### config.mk
export PLATFORM = sky130hd
export DESIGN_NAME = jtag_user_tap
export DESIGN_NICKNAME = d
export VERILOG_FILES = /design/src/rtl/jtag_user_pkg.sv /design/src/rtl/jtag_tap_fsm.sv /design/src/rtl/jtag_ir_unit.sv /design/src/rtl/jtag_dr_path.sv /design/src/rtl/jtag_user_tap.sv
export SDC_FILE = /design/constraint.sdc
export NUM_CORES = 1
export LEC_CHECK = 0
export BUFFER_PORTS_ARGS = -buffer_cell sky130_fd_sc_hd__buf_2
export CORE_MARGIN = 3
export CORE_UTILIZATION = 50
export DETAILED_ROUTE_END_ITERATION = 8
export PLACE_DENSITY = 0.74
export SETUP_SLACK_MARGIN = 0.02
export SYNTH_ARGS = -nofsm -noshare
export SYNTH_HDL_FRONTEND = slang
export SYNTH_SLANG_ARGS = --single-unit
### constraint.sdc
create_clock -name tck -period 1.8 [get_ports tck]
set_clock_uncertainty 0.2 [all_clocks]
set_input_delay 0.18 -clock tck [delete_from_list [all_inputs] [get_ports tck]]
set_output_delay 0.18 -clock tck [all_outputs]
set_load 0.03 [all_outputs]
### src/rtl/jtag_user_pkg.sv
// Shared types for the user-scan TAP: state encoding and instruction codes.
// Assumes a fixed three-bit instruction register.
package jtag_user_pkg;
    localparam int IR_W = 3;

    typedef enum logic [3:0] {
        ST_TLR    = 4'd0,  ST_RTI    = 4'd1,
        ST_SELDR  = 4'd2,  ST_CAPDR  = 4'd3,
        ST_SHDR   = 4'd4,  ST_EX1DR  = 4'd5,
        ST_PAUDR  = 4'd6,  ST_EX2DR  = 4'd7,
        ST_UPDDR  = 4'd8,  ST_SELIR  = 4'd9,
        ST_CAPIR  = 4'd10, ST_SHIR   = 4'd11,
        ST_EX1IR  = 4'd12, ST_PAUIR  = 4'd13,
        ST_EX2IR  = 4'd14, ST_UPDIR  = 4'd15
    } tap_state_t;

    localparam logic [IR_W-1:0] OP_EXTEST  = 3'b000;
    localparam logic [IR_W-1:0] OP_SAMPLE  = 3'b001;
    localparam logic [IR_W-1:0] OP_USER1   = 3'b010;
    localparam logic [IR_W-1:0] OP_USER2   = 3'b011;
    localparam logic [IR_W-1:0] OP_RDBK    = 3'b100;
    localparam logic [IR_W-1:0] OP_CONFIG  = 3'b101;
    localparam logic [IR_W-1:0] OP_RSVD    = 3'b110;
    localparam logic [IR_W-1:0] OP_BYPASS  = 3'b111;
    localparam logic [IR_W-1:0] IR_CAPTURE = 3'b001;

    // Pin data source field values
    localparam logic [1:0] IO_LOGIC = 2'b00;
    localparam logic [1:0] IO_USER  = 2'b01;
    localparam logic [1:0] IO_OFF   = 2'b10;
    localparam logic [1:0] IO_BSR   = 2'b11;
endpackage

### src/rtl/jtag_tap_fsm.sv
// Sixteen-state TAP controller advanced on the rising TCK edge.
// Assumes TMS is stable around the rising edge; trst_n is synchronous.
module jtag_tap_fsm
    import jtag_user_pkg::*;
(
    input  logic       tck,
    input  logic       trst_n,
    input  logic       tms,
    output tap_state_t state
);
    tap_state_t nxt;

    // Next-state decode of the TMS-driven walk
    always_comb begin
        unique case (state)
            ST_TLR:   nxt = tms ? ST_TLR   : ST_RTI;
            ST_RTI:   nxt = tms ? ST_SELDR : ST_RTI;
            ST_SELDR: nxt = tms ? ST_SELIR : ST_CAPDR;
            ST_CAPDR: nxt = tms ? ST_EX1DR : ST_SHDR;
            ST_SHDR:  nxt = tms ? ST_EX1DR : ST_SHDR;
            ST_EX1DR: nxt = tms ? ST_UPDDR : ST_PAUDR;
            ST_PAUDR: nxt = tms ? ST_EX2DR : ST_PAUDR;
            ST_EX2DR: nxt = tms ? ST_UPDDR : ST_SHDR;
            ST_UPDDR: nxt = tms ? ST_SELDR : ST_RTI;
            ST_SELIR: nxt = tms ? ST_TLR   : ST_CAPIR;
            ST_CAPIR: nxt = tms ? ST_EX1IR : ST_SHIR;
            ST_SHIR:  nxt = tms ? ST_EX1IR : ST_SHIR;
            ST_EX1IR: nxt = tms ? ST_UPDIR : ST_PAUIR;
            ST_PAUIR: nxt = tms ? ST_EX2IR : ST_PAUIR;
            ST_EX2IR: nxt = tms ? ST_UPDIR : ST_SHIR;
            ST_UPDIR: nxt = tms ? ST_SELDR : ST_RTI;
            default:  nxt = ST_TLR;
        endcase
    end

    // State register with synchronous test reset
    always_ff @(posedge tck) begin
        if (!trst_n) state <= ST_TLR;
        else         state <= nxt;
    end

    // five TMS-high edges always land in Test-Logic-Reset
    a_r1_tms_reset: assert property (@(posedge tck) disable iff (!trst_n)
        (tms && $past(tms, 1) && $past(tms, 2) && $past(tms, 3) && $past(tms, 4))
        |=> state == ST_TLR);

    // TMS high in Test-Logic-Reset keeps it there
    a_r1_hold_tlr: assert property (@(posedge tck) disable iff (!trst_n)
        (state == ST_TLR && tms) |=> state == ST_TLR);
endmodule

### src/rtl/jtag_ir_unit.sv
// Instruction shifter (rising edge) and instruction register (falling edge)
// with decode of select strobes and the pin source field.
// Assumes the state input comes from the TAP controller on the same TCK.
module jtag_ir_unit
    import jtag_user_pkg::*;
(
    input  logic            tck,
    input  logic            trst_n,
    input  tap_state_t      state,
    input  logic            tdi,
    output logic [IR_W-1:0] ir,
    output logic            ir_lsb,
    output logic            sel1,
    output logic            sel2,
    output logic [1:0]      io_src
);
    logic [IR_W-1:0] ir_sr;

    // Capture the fixed pattern, then shift LSB-first with TDI at the MSB
    always_ff @(posedge tck) begin
        if (!trst_n)                ir_sr <= IR_CAPTURE;
        else if (state == ST_CAPIR) ir_sr <= IR_CAPTURE;
        else if (state == ST_SHIR)  ir_sr <= {tdi, ir_sr[IR_W-1:1]};
    end

    // Instruction register: bypass on reset, new code at Update-IR
    always_ff @(negedge tck) begin
        if (!trst_n || state == ST_TLR) ir <= OP_BYPASS;
        else if (state == ST_UPDIR)     ir <= ir_sr;
    end

    assign ir_lsb = ir_sr[0];
    assign sel1   = (ir == OP_USER1);
    assign sel2   = (ir == OP_USER2);

    // Pin data source decode
    always_comb begin
        unique case (ir)
            OP_EXTEST:          io_src = IO_BSR;
            OP_USER1, OP_USER2: io_src = IO_USER;
            OP_CONFIG:          io_src = IO_OFF;
            default:            io_src = IO_LOGIC;
        endcase
    end

    // Capture-IR leaves the shifter holding 001
    a_r7_capture_pattern: assert property (@(posedge tck) disable iff (!trst_n)
        state == ST_CAPIR |=> ir_sr == IR_CAPTURE);

    // the instruction is stable across a rising edge outside reset
    a_r7_ir_stable: assert property (@(posedge tck) disable iff (!trst_n)
        (state != ST_UPDIR && state != ST_TLR && $past(state) != ST_UPDIR
         && $past(state) != ST_TLR && $past(trst_n)) |-> $stable(ir));

    // the two select strobes never overlap
    a_r4_sel_excl: assert property (@(posedge tck) disable iff (!trst_n)
        $onehot0({sel1, sel2}));
endmodule

### src/rtl/jtag_dr_path.sv
// Bypass bit, falling-edge TDO mux with output enable, and the gated
// data-register clock for user chains. Assumes glitch-free TCK.
module jtag_dr_path
    import jtag_user_pkg::*;
(
    input  logic            tck,
    input  logic            trst_n,
    input  tap_state_t      state,
    input  logic [IR_W-1:0] ir,
    input  logic            ir_lsb,
    input  logic            tdi,
    input  logic            bsr_so,
    input  logic            rb_data,
    input  logic            cfg_dout,
    input  logic            user_tdo1,
    input  logic            user_tdo2,
    output logic            tdo,
    output logic            tdo_oe,
    output logic            drck
);
    logic bypass_q;
    logic dr_bit;
    logic drck_en;
    logic user_op;

    assign user_op = (ir == OP_USER1) || (ir == OP_USER2);

    // Bypass bit: zero on capture, TDI on shift
    always_ff @(posedge tck) begin
        if (!trst_n)                bypass_q <= 1'b0;
        else if (state == ST_CAPDR) bypass_q <= 1'b0;
        else if (state == ST_SHDR)  bypass_q <= tdi;
    end

    // Data-register source selection by instruction
    always_comb begin
        unique case (ir)
            OP_EXTEST, OP_SAMPLE: dr_bit = bsr_so;
            OP_USER1:             dr_bit = user_tdo1;
            OP_USER2:             dr_bit = user_tdo2;
            OP_RDBK:              dr_bit = rb_data;
            OP_CONFIG:            dr_bit = cfg_dout;
            default:              dr_bit = bypass_q;
        endcase
    end

    // Falling-edge TDO and enable, driven only in the shift states
    always_ff @(negedge tck) begin
        if (!trst_n) begin
            tdo    <= 1'b0;
            tdo_oe <= 1'b0;
        end else begin
            tdo_oe <= (state == ST_SHIR) || (state == ST_SHDR);
            tdo    <= (state == ST_SHIR) ? ir_lsb :
                      (state == ST_SHDR) ? dr_bit : 1'b0;
        end
    end

    // Clock enable latched on the falling edge so the gated clock is whole
    always_ff @(negedge tck) begin
        if (!trst_n) drck_en <= 1'b0;
        else         drck_en <= user_op && (state == ST_CAPDR || state == ST_SHDR);
    end

    assign drck = tck & drck_en;

    // output enable at the rising edge matches a shift state
    a_r6_oe_shift: assert property (@(posedge tck) disable iff (!trst_n)
        $past(trst_n) |-> tdo_oe == (state == ST_SHIR || state == ST_SHDR));

    // the DR clock is enabled only under a user instruction in capture/shift
    a_r8_drck_gate: assert property (@(posedge tck) disable iff (!trst_n)
        drck_en |-> (user_op && (state == ST_CAPDR || state == ST_SHDR)));

    // Capture-DR clears the bypass bit
    a_r3_bypass_capture: assert property (@(posedge tck) disable iff (!trst_n)
        state == ST_CAPDR |=> bypass_q == 1'b0);
endmodule

### src/rtl/jtag_user_tap.sv
// Top of the user-scan test access port: ties the TAP controller, the
// instruction unit and the data path together and exports the user side.
// Assumes TMS/TDI change while TCK is low.
module jtag_user_tap
    import jtag_user_pkg::*;
(
    input  logic       tck,
    input  logic       trst_n,
    input  logic       tms,
    input  logic       tdi,
    output logic       tdo,
    output logic       tdo_oe,
    input  logic       bsr_so,
    input  logic       rb_data,
    input  logic       cfg_dout,
    input  logic       user_tdo1,
    input  logic       user_tdo2,
    output logic       user_tdi,
    output logic       user_sel1,
    output logic       user_sel2,
    output logic       user_idle,
    output logic       user_drck,
    output logic [1:0] io_src
);
    tap_state_t      state;
    logic [IR_W-1:0] ir;
    logic            ir_lsb;

    jtag_tap_fsm u_fsm (
        .tck    (tck),
        .trst_n (trst_n),
        .tms    (tms),
        .state  (state)
    );

    jtag_ir_unit u_ir (
        .tck    (tck),
        .trst_n (trst_n),
        .state  (state),
        .tdi    (tdi),
        .ir     (ir),
        .ir_lsb (ir_lsb),
        .sel1   (user_sel1),
        .sel2   (user_sel2),
        .io_src (io_src)
    );

    jtag_dr_path u_dr (
        .tck       (tck),
        .trst_n    (trst_n),
        .state     (state),
        .ir        (ir),
        .ir_lsb    (ir_lsb),
        .tdi       (tdi),
        .bsr_so    (bsr_so),
        .rb_data   (rb_data),
        .cfg_dout  (cfg_dout),
        .user_tdo1 (user_tdo1),
        .user_tdo2 (user_tdo2),
        .tdo       (tdo),
        .tdo_oe    (tdo_oe),
        .drck      (user_drck)
    );

    assign user_tdi  = tdi;
    assign user_idle = (state == ST_RTI);

    // idle flag tracks Run-Test/Idle entry from a TMS-low edge
    a_r5_idle: assert property (@(posedge tck) disable iff (!trst_n)
        (user_idle && !tms) |=> user_idle);
endmodule

==> flow_summary_export.csv, run 1 <==
group,metric,value,unit
synthesis,yosys_warnings,0,
synthesis,synth_cell_types,37,
final_layout,fin_nets,166,
synthesis,ys_seq_area_share,32.4,%
die,die_height,47.6,microns
cts,clock_latency,0.50,ns
synthesis,synth_fp_nets,114,
final_layout,finalInstanceArea,1400,sq um
sta,setup_viol_count_final,15,
worst_setup_path,end_kind,"output port",
global_routing,grt_overflow,0,
job,maxCapViolCount,0,
power,powerDensity,613,nW/um^2
route,first_pass_iters,5,
final_layout,final_common_cell,"buf_4",
min_path,hold_depth,4,
synthesis,async_reset_ff_share,0,%
synthesis,synth_enable_flop_cells,0,
synthesis,dominantRegCellSynth,"dfxtp_1",
route,first_iter_violations,48,
die,rows,14,
final_layout,area_growth,62.2,%
worst_setup_path,setup.worst_path.start_class,"flip-flop",
die,ioPinCount,18,
route,drc_errors,0,
status,violations,"setup timing",
worst_setup_path,setup.worst_path.class,"reg2out",
global_routing,grt.total_usage,32.5,%
final_layout,drive_gt1_share,53.2,%
synthesis,synth-seq-cells,14,
sta,maxSlewHeadroom,80.0,%
worst_setup_path,cp.required,1.42,ns
global_routing,grt_antenna_before_repair,0,
route,drtAntennaViolNets,0,
global_routing,grt_pass1_vias,1041,
final_layout,final_cell_mix,"buf_4, buf_6, inv_1, buf_2",
cts,cts_tree,"yes",
die,start_util,55.5,%
place,gp_congestion,0.824,
global_routing,grt_max_degree,14,
place,placed_cell_area,1090,sq um
sta,rsz0062_at_grt,"yes",
route,viasPerCell,6.36,
power,total_power,859,uW
worst_setup_path,reg2regPathDepth,4,
sta,hold_viol,0,
synthesis,postSynthAreaPerCell,8.23,sq um
power,p_leak,0.000627,uW
route,wirelength,3510,microns
power,ir_worst_vdd,684,uV
sta,hold_ws,0.0780,ns
final_layout,fin_util,90.0,%
cts,clk_pin_slew_worst_paths,0.10,ns
die,die_w,47.6,microns
synthesis,mappedNetlistArea,865,sq um
worst_setup_path,critPathMaxFanout,5,
worst_setup_path,worstPathArrival,2.21,ns
route,post_drt_wl_per_cell,20.4,microns
sta,finalMaxSlewViolations,0,
sta,fin_setup_tns,-6.59,ns
die,die-area,2260,sq um
sta,worst_slack,-0.789,ns
place,portBuffers,17,
place,dp_hpwl,1710,microns
synthesis,syn_inst,105,
final_layout,antenna_cells,0,
route,route.vias.total,1094,
die,core_area,1560,sq um
global_routing,grt_pass1_wl,4850,microns
status,status,"finished with violations",
sta,worstMarginPinSlew,0.298,ns
min_path,hp-class,"in2reg",
==> path summary, 6_finish.rpt <==
kind | slack (ns) | to | from
hold reg to reg | 0.33 | u_ir.ir_sr[1]$_SDFFE_PP0P_ | u_ir.ir_sr[2]$_SDFFE_PP0P_
setup reg to reg | -0.36 | u_ir.ir[2]$_SDFFE_NP1P_ | u_fsm.state[0]$_SDFF_PN0_
setup / recovery | -0.79 | user_sel2 | u_ir.ir[1]$_SDFFE_NP1P_
hold / removal | 0.08 | u_ir.ir_sr[2]$_SDFFE_PP0P_ | trst_n
==> per-stage QoR <==
stage | instances | setup WS, ns
final | 172 | -0.789
after global placement | 148 | -0.394
after global routing | 172 | -0.838
after floorplan | 105 | -0.382
after detailed placement | 148 | -0.447
after CTS | 170 | -0.731
==> repair_timing <==
item                                    4_1_cts  5_1_grt
pin swaps                                     5        0
buffers inserted                              7        2
endpoints found under the hold margin         7        0
hold buffers                                  3        0
endpoints found under the setup margin       15       17
gates resized for setup                      46        2
==> registers in the layout, indices dropped and copies added, names as in the netlist <==
name,cells
u_dr.drck_en,1
u_dr.tdo_oe,1
u_fsm.state,4
u_ir.ir_sr,3
u_ir.ir,3
u_dr.bypass_q,1
u_dr.tdo,1
==> worst max-delay path, stage by stage, from the launching register on <==
cell	delay (ns)
dfxtp_4	0.39
nor2b_4	0.16
and2_4	0.14
buf_6	0.12
==> cells in the mapped netlist (2+ instances only) <==
cell type / count / area share [%]
o21a_1: 3 / 2.6
clkbuf_1: 2 / 0.87
and2_1: 3 / 2.2
o22ai_1: 2 / 1.4
nor2b_1: 7 / 5.1
mux2i_1: 4 / 4.6
nor2_1: 6 / 2.6
buf_2: 4 / 2.3
inv_1: 5 / 2.2
buf_6: 2 / 2.6
o21ai_0: 7 / 4.1
dfxtp_1: 14 / 32
nand3_1: 3 / 1.7
nand2_1: 7 / 3.0
nor4_1: 2 / 1.4
buf_4: 2 / 1.7
a32oi_1: 2 / 2.0
nand2b_1: 5 / 3.6
a21oi_1: 6 / 3.5
a311oi_1: 2 / 2.0
==> final cells by class <==
class | instances | area [sq um]
multi-input cells | 76 | 588
well taps | 16 | 20.0
inverters | 4 | 15.0
clock buffers | 7 | 56.3
clock inverters | 7 | 27.5
flip-flops and latches | 14 | 305
repair buffers | 48 | 390
fillers | 68 | 156
==> layer usage <==
layer,global-route usage [%],vias to the layer above,routed length [microns]
met4,18.8,0,229
met2,52.9,87,1610
met5,0,-,0
li1,-,472,-
met1,34.5,500,1270
met3,15.0,35,395
==> kinds of logic after synthesis <==
logic type	share of synthesized area (%)
AOI/OAI and AO/OA	22.6
xor gates and xnor gates	1.01
buffers and inverters	9.70
DFF	32.4
and+or+nand+nor	27.1
muxes	7.24
==> where the power goes <==
part	switching (uW)	internal, uW	leakage [uW]
Combinational	82.7	75.1	0.000440
Sequential	15.8	313	0.000117
Clock	199	174	0.0000702
Total	298	562	0.000627
(Power assumes the default switching activity.)
==> inputs of run 2 (changes only) <==
Settings changed: ABC_AREA set to 1, PLACE_DENSITY 0.74 to 0.75.
==> flow_summary_export.csv, run 2 <==
group,metric,value,unit
cts,ctsResizeCount,48,
synthesis,ys_top_cells_by_area,"dfxtp_1, nand2_1, inv_1, nor2_1, a21oi_1",
status,tool.error,"[ERROR DPL-0038] Utilization greater than 100%, impossible to legalize",
synthesis,synth-seq-cells,14,
synthesis,ys_seq_area_share,35.1,%
synthesis,synth_top_area_share,35.1,%
synthesis,yosysMostFrequentCell,"nand2_1",
status,status,"did not finish",
synthesis,synth_cell_types,15,
synthesis,postSynthAreaPerCell,5.92,sq um
die,rows,13,
die,start_util,57.2,%
synthesis,synth_fp_nets,144,
place,portBuffers,17,
die,ioPinCount,18,
cts,hold_buffers,4,
synthesis,mappedNetlistArea,800,sq um
synthesis,synth_top_area_cell,"dfxtp_1",
synthesis,dominantRegCellSynth,"dfxtp_1",
synthesis,async_reset_ff_share,0,%
place,gp_congestion,0.875,
synthesis,syn_inst,135,
synthesis,yosys_warnings,0,
place,dp_hpwl,1940,microns
synthesis,ys_top_cells_by_count,"nand2_1, inv_1, nor2_1",
die,die_height,46.0,microns
die,die_w,46.0,microns
status,haltStage,"clock tree synthesis (4_1_cts)",
synthesis,synth_enable_flop_cells,0,
cts,cts_setup_buffers,11,
==> run 2: through the flow <==
stage | utilization (%) | setup TNS (ns) | area [sq um] | instances | setup slack, ns
after floorplan | - | -1.93 | 886 | 135 | -0.296
after global placement | 83.1 | -2.62 | 1160 | 190 | -0.298
after detailed placement | 83.1 | -2.95 | 1160 | 190 | -0.338
==> run 2: kinds of logic after synthesis <==
| group | share of synthesized area (%) |
|---|---|
| AND/OR/NAND/NOR | 38.2 |
| AO/OA/AOI/OAI | 16.0 |
| buffers and inverters | 10.8 |
| flip-flops | 35.1 |
==> inputs of run 3 (changes only) <==
Settings changed: CORE_AREA set to 3 3 64 66, CORE_MARGIN 3 to unset, CORE_UTILIZATION 50 to unset, DIE_AREA set to 0 0 67 69, PLACE_DENSITY 0.75 to unset, PLACE_DENSITY_LB_ADDON set to 0.15, SETUP_SLACK_MARGIN 0.02 to unset.
==> flow_summary_export.csv, run 3 <==
group,metric,value,unit
status,status,"finished with violations",
status,violations,"setup timing",
place,portBuffers,17,
worst_setup_path,r2r-start,"u_fsm.state[1]$_SDFF_PN0_",
synthesis,synth_top_area_share,35.1,%
synthesis,ys_top_cells_by_area,"dfxtp_1, nand2_1, inv_1, nor2_1, a21oi_1",
final_layout,top_regs,"u_fsm.state (4), u_ir.ir (3), u_ir.ir_sr (3)",
worst_setup_path,r2r_slack,-0.25,ns
route,drtAntennaViolNets,0,
final_layout,final_common_cell,"buf_4",
worst_setup_path,crit_path_top_delay_cell,"dfxtp_4",
global_routing,grt_overflow,0,
die,ioPinCount,18,
route,wirelength,2770,microns
sta,rsz0062_at_grt,"yes",
die,die_height,69,microns
power,total_power,958,uW
worst_setup_path,worstPathArrival,2.07,ns
worst_setup_path,critPathBufInv,1,
worst_setup_path,cpPeakStageDelay,0.36,ns
synthesis,synth_fp_nets,144,
route,route.vias.total,1108,
global_routing,grt_pass1_vias,1036,
sta,hold_ws,0.0518,ns
route,drc_errors,0,
min_path,hp-class,"in2reg",
die,rows,22,
global_routing,grt_antenna_before_repair,0,
sta,worstMarginPinSlew,0.281,ns
sta,setup_viol_count_final,14,
power,p_leak,0.000803,uW
final_layout,multi_input_area,576,sq um
final_layout,area_growth,103,%
place,dp_hpwl,2040,microns
final_layout,nFillCells,386,
final_layout,fin_nets,217,
die,die-area,4620,sq um
synthesis,yosys_warnings,0,
power,ir_worst_vdd,288,uV
worst_setup_path,crit_family,"flip-flops",
sta,maxSlewHeadroom,81.2,%
worst_setup_path,critPathMaxFanout,5,
route,first_iter_violations,62,
synthesis,ys_seq_area_share,35.1,%
final_layout,ff_latch_area,304,sq um
min_path,min_from,"trst_n",
worst_setup_path,cp.required,1.42,ns
worst_setup_path,cp_common_cell,"nand2_4",
die,core_area,3630,sq um
sta,worst_slack,-0.655,ns
sta,fin_setup_tns,-4.83,ns
synthesis,ys_top_cells_by_count,"nand2_1, inv_1, nor2_1",
final_layout,drive_gt1_share,52.2,%
sta,finalMaxSlewViolations,0,
worst_setup_path,reg2reg_to,"u_dr.tdo$_SDFF_NN0_",
worst_setup_path,crit_chain,"nor2_4 -> nand2_4 -> nand2_4 -> buf_6",
place,gp_congestion,0.957,
die,die_w,67,microns
final_layout,final_cell_mix,"buf_4, nand2_1, inv_1, nor2_1, inv_2",
synthesis,yosysMostFrequentCell,"nand2_1",
global_routing,grt.total_usage,13.4,%
global_routing,grt_max_degree,9,
final_layout,antenna_cells,0,
worst_setup_path,setup.worst_path.start_class,"flip-flop",
route,post_drt_wl_per_cell,10.8,microns
worst_setup_path,setup.worst_path.class,"reg2out",
synthesis,async_reset_ff_share,0,%
synthesis,dominantRegCellSynth,"dfxtp_1",
worst_setup_path,end_kind,"output port",
final_layout,largest_register,"u_fsm.state",
worst_setup_path,reg2regPathDepth,6,
cts,cts_tree,"yes",
synthesis,synth_enable_flop_cells,0,
cts,clock_latency,0.36,ns
synthesis,syn_inst,135,
synthesis,mappedNetlistArea,800,sq um
job,maxCapViolCount,0,
route,first_pass_iters,6,
synthesis,synth-seq-cells,14,
route,viasPerCell,4.35,
die,start_util,22.0,%
min_path,hold_depth,4,
synthesis,synth_cell_types,15,
final_layout,largest_reg_flops,4,
synthesis,postSynthAreaPerCell,5.92,sq um
min_path,hold_path_end,"u_fsm.state[1]$_SDFF_PN0_",
synthesis,synth_top_area_cell,"dfxtp_1",
cts,clk_pin_slew_worst_paths,0.06,ns
power,powerDensity,591,nW/um^2
global_routing,grt_pass1_wl,4580,microns
sta,hold_viol,0,
-- run 3: cell counts after synthesis --
Identical to the previous run, type by type.
-- run 3: worst max-delay path by stage --
stage | start | end | slack [ns] | cells after the start
finish | u_ir.ir[0]$_SDFFE_NP1P_ | io_src[1] | -0.65 | 4
global route | u_ir.ir[0]$_SDFFE_NP1P_ | io_src[1] | -0.72 | 4
CTS | u_ir.ir[0]$_SDFFE_NP1P_ | io_src[1] | -0.67 | 4
detailed placement | u_fsm.state[0]$_SDFF_PN0_ | u_dr.tdo$_SDFF_NN0_ | -0.33 | 6
global placement | u_ir.ir[1]$_SDFFE_NP1P_ | io_src[0] | -0.30 | 4
floorplan | u_fsm.state[0]$_SDFF_PN0_ | u_dr.tdo$_SDFF_NN0_ | -0.30 | 6
-- run 3: cells by family (layout without fill, tap and decap cells) --
| logic type | after synthesis | count (layout) | share of synthesized area (%) |
|---|---|---|---|
| DFF | 14 | 14 | 35.1 |
| AOI/OAI and AO/OA | 23 | 23 | 16.0 |
| buffers and inverters | 22 | 94 | 10.8 |
| and+or+nand+nor | 76 | 76 | 38.2 |
-- run 3: cell type report --
| class | instances | area share [%] |
|---|---|---|
| clock buffers | 7 | 5.79 |
| clock inverters | 8 | 1.85 |
| inverters | 19 | 4.71 |
| multi-input cells | 99 | 35.5 |
| flip-flops and latches | 14 | 18.8 |
| well taps | 48 | 3.71 |
| repair buffers | 60 | 29.7 |
-- run 3: power by group --
| group | leakage [uW] | total [uW] | internal, uW | switching (uW) |
|---|---|---|---|---|
| registers | 0.000116 | 319 | 311 | 7.66 |
| logic | 0.000591 | 139 | 66.3 | 72.6 |
| clock network | 0.0000961 | 500 | 311 | 189 |
-- run 3: stage by stage --
step	setup WS, ns	instances	area [sq um]	utilization, %
2_1_floorplan	-0.296	135	886	-
3_3_place_gp	-0.304	229	1250	34.4
3_5_place_dp	-0.328	229	1250	34.4
4_1_cts	-0.670	253	1600	43.9
5_1_grt	-0.718	255	1620	44.6
6_report	-0.655	255	1620	44.6
-- run 3: layer usage --
| layer | GRT usage (%) | share of wire (%) |
|---|---|---|
| met4 | 8.56 | 0.83 |
| met1 | 17.0 | 46 |
| met3 | 4.72 | 5.3 |
| met5 | 0 | 0 |
| met2 | 18.9 | 47 |
-- run 3: timing repair --
action,in CTS,in global routing
endpoints found under the setup margin,15,15
endpoints found under the hold margin,6,0
pin swaps,11,3
buffers inserted,8,2
hold buffers,4,0
gates resized for setup,42,6
-- run 3: worst reg2reg max path, cell delays in order (launching register included) --
cell and delay (ns):
dfxtp_2 0.34, nor2_4 0.12, inv_2 0.07, nor2_4 0.09, o21ai_1 0.07, o21bai_1 0.15
a21oi_1 0.13
==> inputs of run 4 (changes only) <==
Settings changed: CELL_PAD_IN_SITES_DETAIL_PLACEMENT set to 1, CELL_PAD_IN_SITES_GLOBAL_PLACEMENT set to 1.
==> flow_summary_export.csv, run 4 (synthesized netlist as in run 3, its figures left out) <==
group,metric,value,unit
status,status,"finished with violations",
status,violations,"setup timing",
final_layout,largest_reg_flops,4,
worst_setup_path,reg2regPathDepth,6,
worst_setup_path,r2r_slack,-0.30,ns
final_layout,top_regs,"u_fsm.state (4), u_ir.ir (3), u_ir.ir_sr (3)",
worst_setup_path,critPathMaxFanout,4,
global_routing,grt_overflow,0,
global_routing,grt_pass1_wl,6560,microns
min_path,hold_path_end,"u_dr.bypass_q$_SDFFE_PP0P_",
die,ioPinCount,18,
worst_setup_path,critPathBufInv,2,
global_routing,grt_max_degree,9,
cts,cts_tree,"yes",
sta,rsz0062_at_grt,"yes",
sta,finalMaxSlewViolations,0,
power,powerDensity,629,nW/um^2
job,maxCapViolCount,0,
sta,maxSlewHeadroom,67.4,%
route,route.vias.total,1235,
worst_setup_path,r2r-start,"u_fsm.state[1]$_SDFF_PN0_",
die,die-area,4620,sq um
worst_setup_path,crit_family,"flip-flops",
place,gp_congestion,0.771,
route,viasPerCell,4.68,
final_layout,largest_register,"u_fsm.state",
worst_setup_path,reg2reg_to,"u_dr.tdo$_SDFF_NN0_",
final_layout,stdcell_count,264,
global_routing,grt_pass1_vias,1366,
die,rows,22,
route,wirelength,4200,microns
route,drc_errors,0,
sta,hold_ws,0.0354,ns
final_layout,drive_gt1_share,63.4,%
final_layout,nFillCells,441,
cts,clock_latency,0.45,ns
worst_setup_path,cpPeakStageDelay,0.36,ns
power,p_leak,0.000919,uW
die,die_w,67,microns
worst_setup_path,worstPathArrival,2.08,ns
place,portBuffers,17,
final_layout,fin_util,51.2,%
sta,setup_viol_count_final,14,
min_path,min_from,"trst_n",
place,dp_hpwl,2510,microns
sta,worst_slack,-0.658,ns
worst_setup_path,setup.worst_path.class,"reg2out",
global_routing,grt.total_usage,19.2,%
global_routing,grt_antenna_before_repair,0,
sta,worstMarginPinSlew,0.483,ns
final_layout,final_common_cell,"buf_4",
worst_setup_path,path_depth,4,
die,die_height,69,microns
sta,fin_setup_tns,-5.32,ns
min_path,hp-class,"in2reg",
final_layout,fin_nets,226,
route,drtAntennaViolNets,0,
final_layout,area_growth,133,%
worst_setup_path,cp.required,1.42,ns
power,ir_worst_vdd,557,uV
final_layout,final_cell_mix,"buf_4, nand2_1, buf_6, inv_1",
worst_setup_path,crit_chain,"inv_6 -> nand2_8 -> nor2_4 -> buf_6",
worst_setup_path,end_kind,"output port",
cts,clk_pin_slew_worst_paths,0.07,ns
die,start_util,22.0,%
final_layout,antenna_cells,0,
route,first_iter_violations,24,
min_path,hold_depth,4,
die,core_area,3630,sq um
sta,hold_viol,0,
route,first_pass_iters,4,
route,post_drt_wl_per_cell,15.9,microns
place,dp_cells,228,
worst_setup_path,setup.worst_path.start_class,"flip-flop",
worst_setup_path,crit_path_top_delay_cell,"dfxtp_4",
-- run 4: cell count changes in the layout (fill, tap and decap cells not counted), moves of 2 or more --
cell	before	now
nand2_4	6	9
nand2_1	31	22
buf_4	38	41
buf_6	9	15
o21ai_0	6	4
nor2_1	12	10
inv_1	15	12
nand2_8	0	2
nand2_2	6	10
-- run 4: power breakdown --
group | total (uW) | internal [uW] | switching [uW]
clock | 654 | 456 | 198
combinational | 199 | 98.3 | 101
sequential | 317 | 311 | 6.47
total | 1170 | 865 | 305
-- run 4: tightest hold or removal path: cells and delay by family --
family | cells | cell delay, ns
and+or+nand+nor | 1 | 0.08
AOI/OAI and AO/OA | 1 | 0.04
buffers and inverters | 2 | 0.25
-- run 4: metal layers --
layer / global-route usage (%) / vias to the layer above / part of all wire, %
met3: 7.17 / 8 / 3.6
met1: 20.1 / 608 / 39
met2: 33.7 / 28 / 55
met4: 6.98 / 0 / 1.7
met5: 0 / - / 0
li1: - / 591 / -
-- run 4: how the worst max path moves through the flow --
stage	start	to
2_1_floorplan	u_fsm.state[0]$_SDFF_PN0_	u_dr.tdo$_SDFF_NN0_
3_3_place_gp	u_fsm.state[0]$_SDFF_PN0_	u_dr.tdo$_SDFF_NN0_
3_5_place_dp	u_fsm.state[3]$_SDFF_PN0_	u_dr.tdo$_SDFF_NN0_
4_1_cts	u_ir.ir[1]$_SDFFE_NP1P_	io_src[0]
5_1_grt	u_ir.ir[0]$_SDFFE_NP1P_	io_src[1]
6_report	u_ir.ir[2]$_SDFFE_NP1P_	user_sel2
-- run 4: area by class of cell --
class	instances	area (sq um)	area share [%]
Multi-Input combinational cell	99	674	36.2
Sequential cell	14	305	16.4
Clock inverter	8	56.3	3.02
Clock buffer	7	93.8	5.04
Tap cell	48	60.1	3.23
Timing Repair Buffer	69	581	31.2
Inverter	19	91.3	4.91
-- run 4: through the flow --
stage	worst slack (ns)	instance area [sq um]	power, uW
3_5_place_dp	-0.423	1240	458
3_3_place_gp	-0.421	1240	457
6_report	-0.658	1860	1170
5_1_grt	-0.712	1860	1230
4_1_cts	-0.672	1720	1140
2_1_floorplan	-0.296	886	400
-- run 4: repair_timing --
item                                   CTS  global route
buffers inserted                        14            12
hold buffers                             3             0
endpoints found under the hold margin    4             0
gates resized for setup                 69            20
pin swaps                               18            16
setup endpoints to repair               15            17
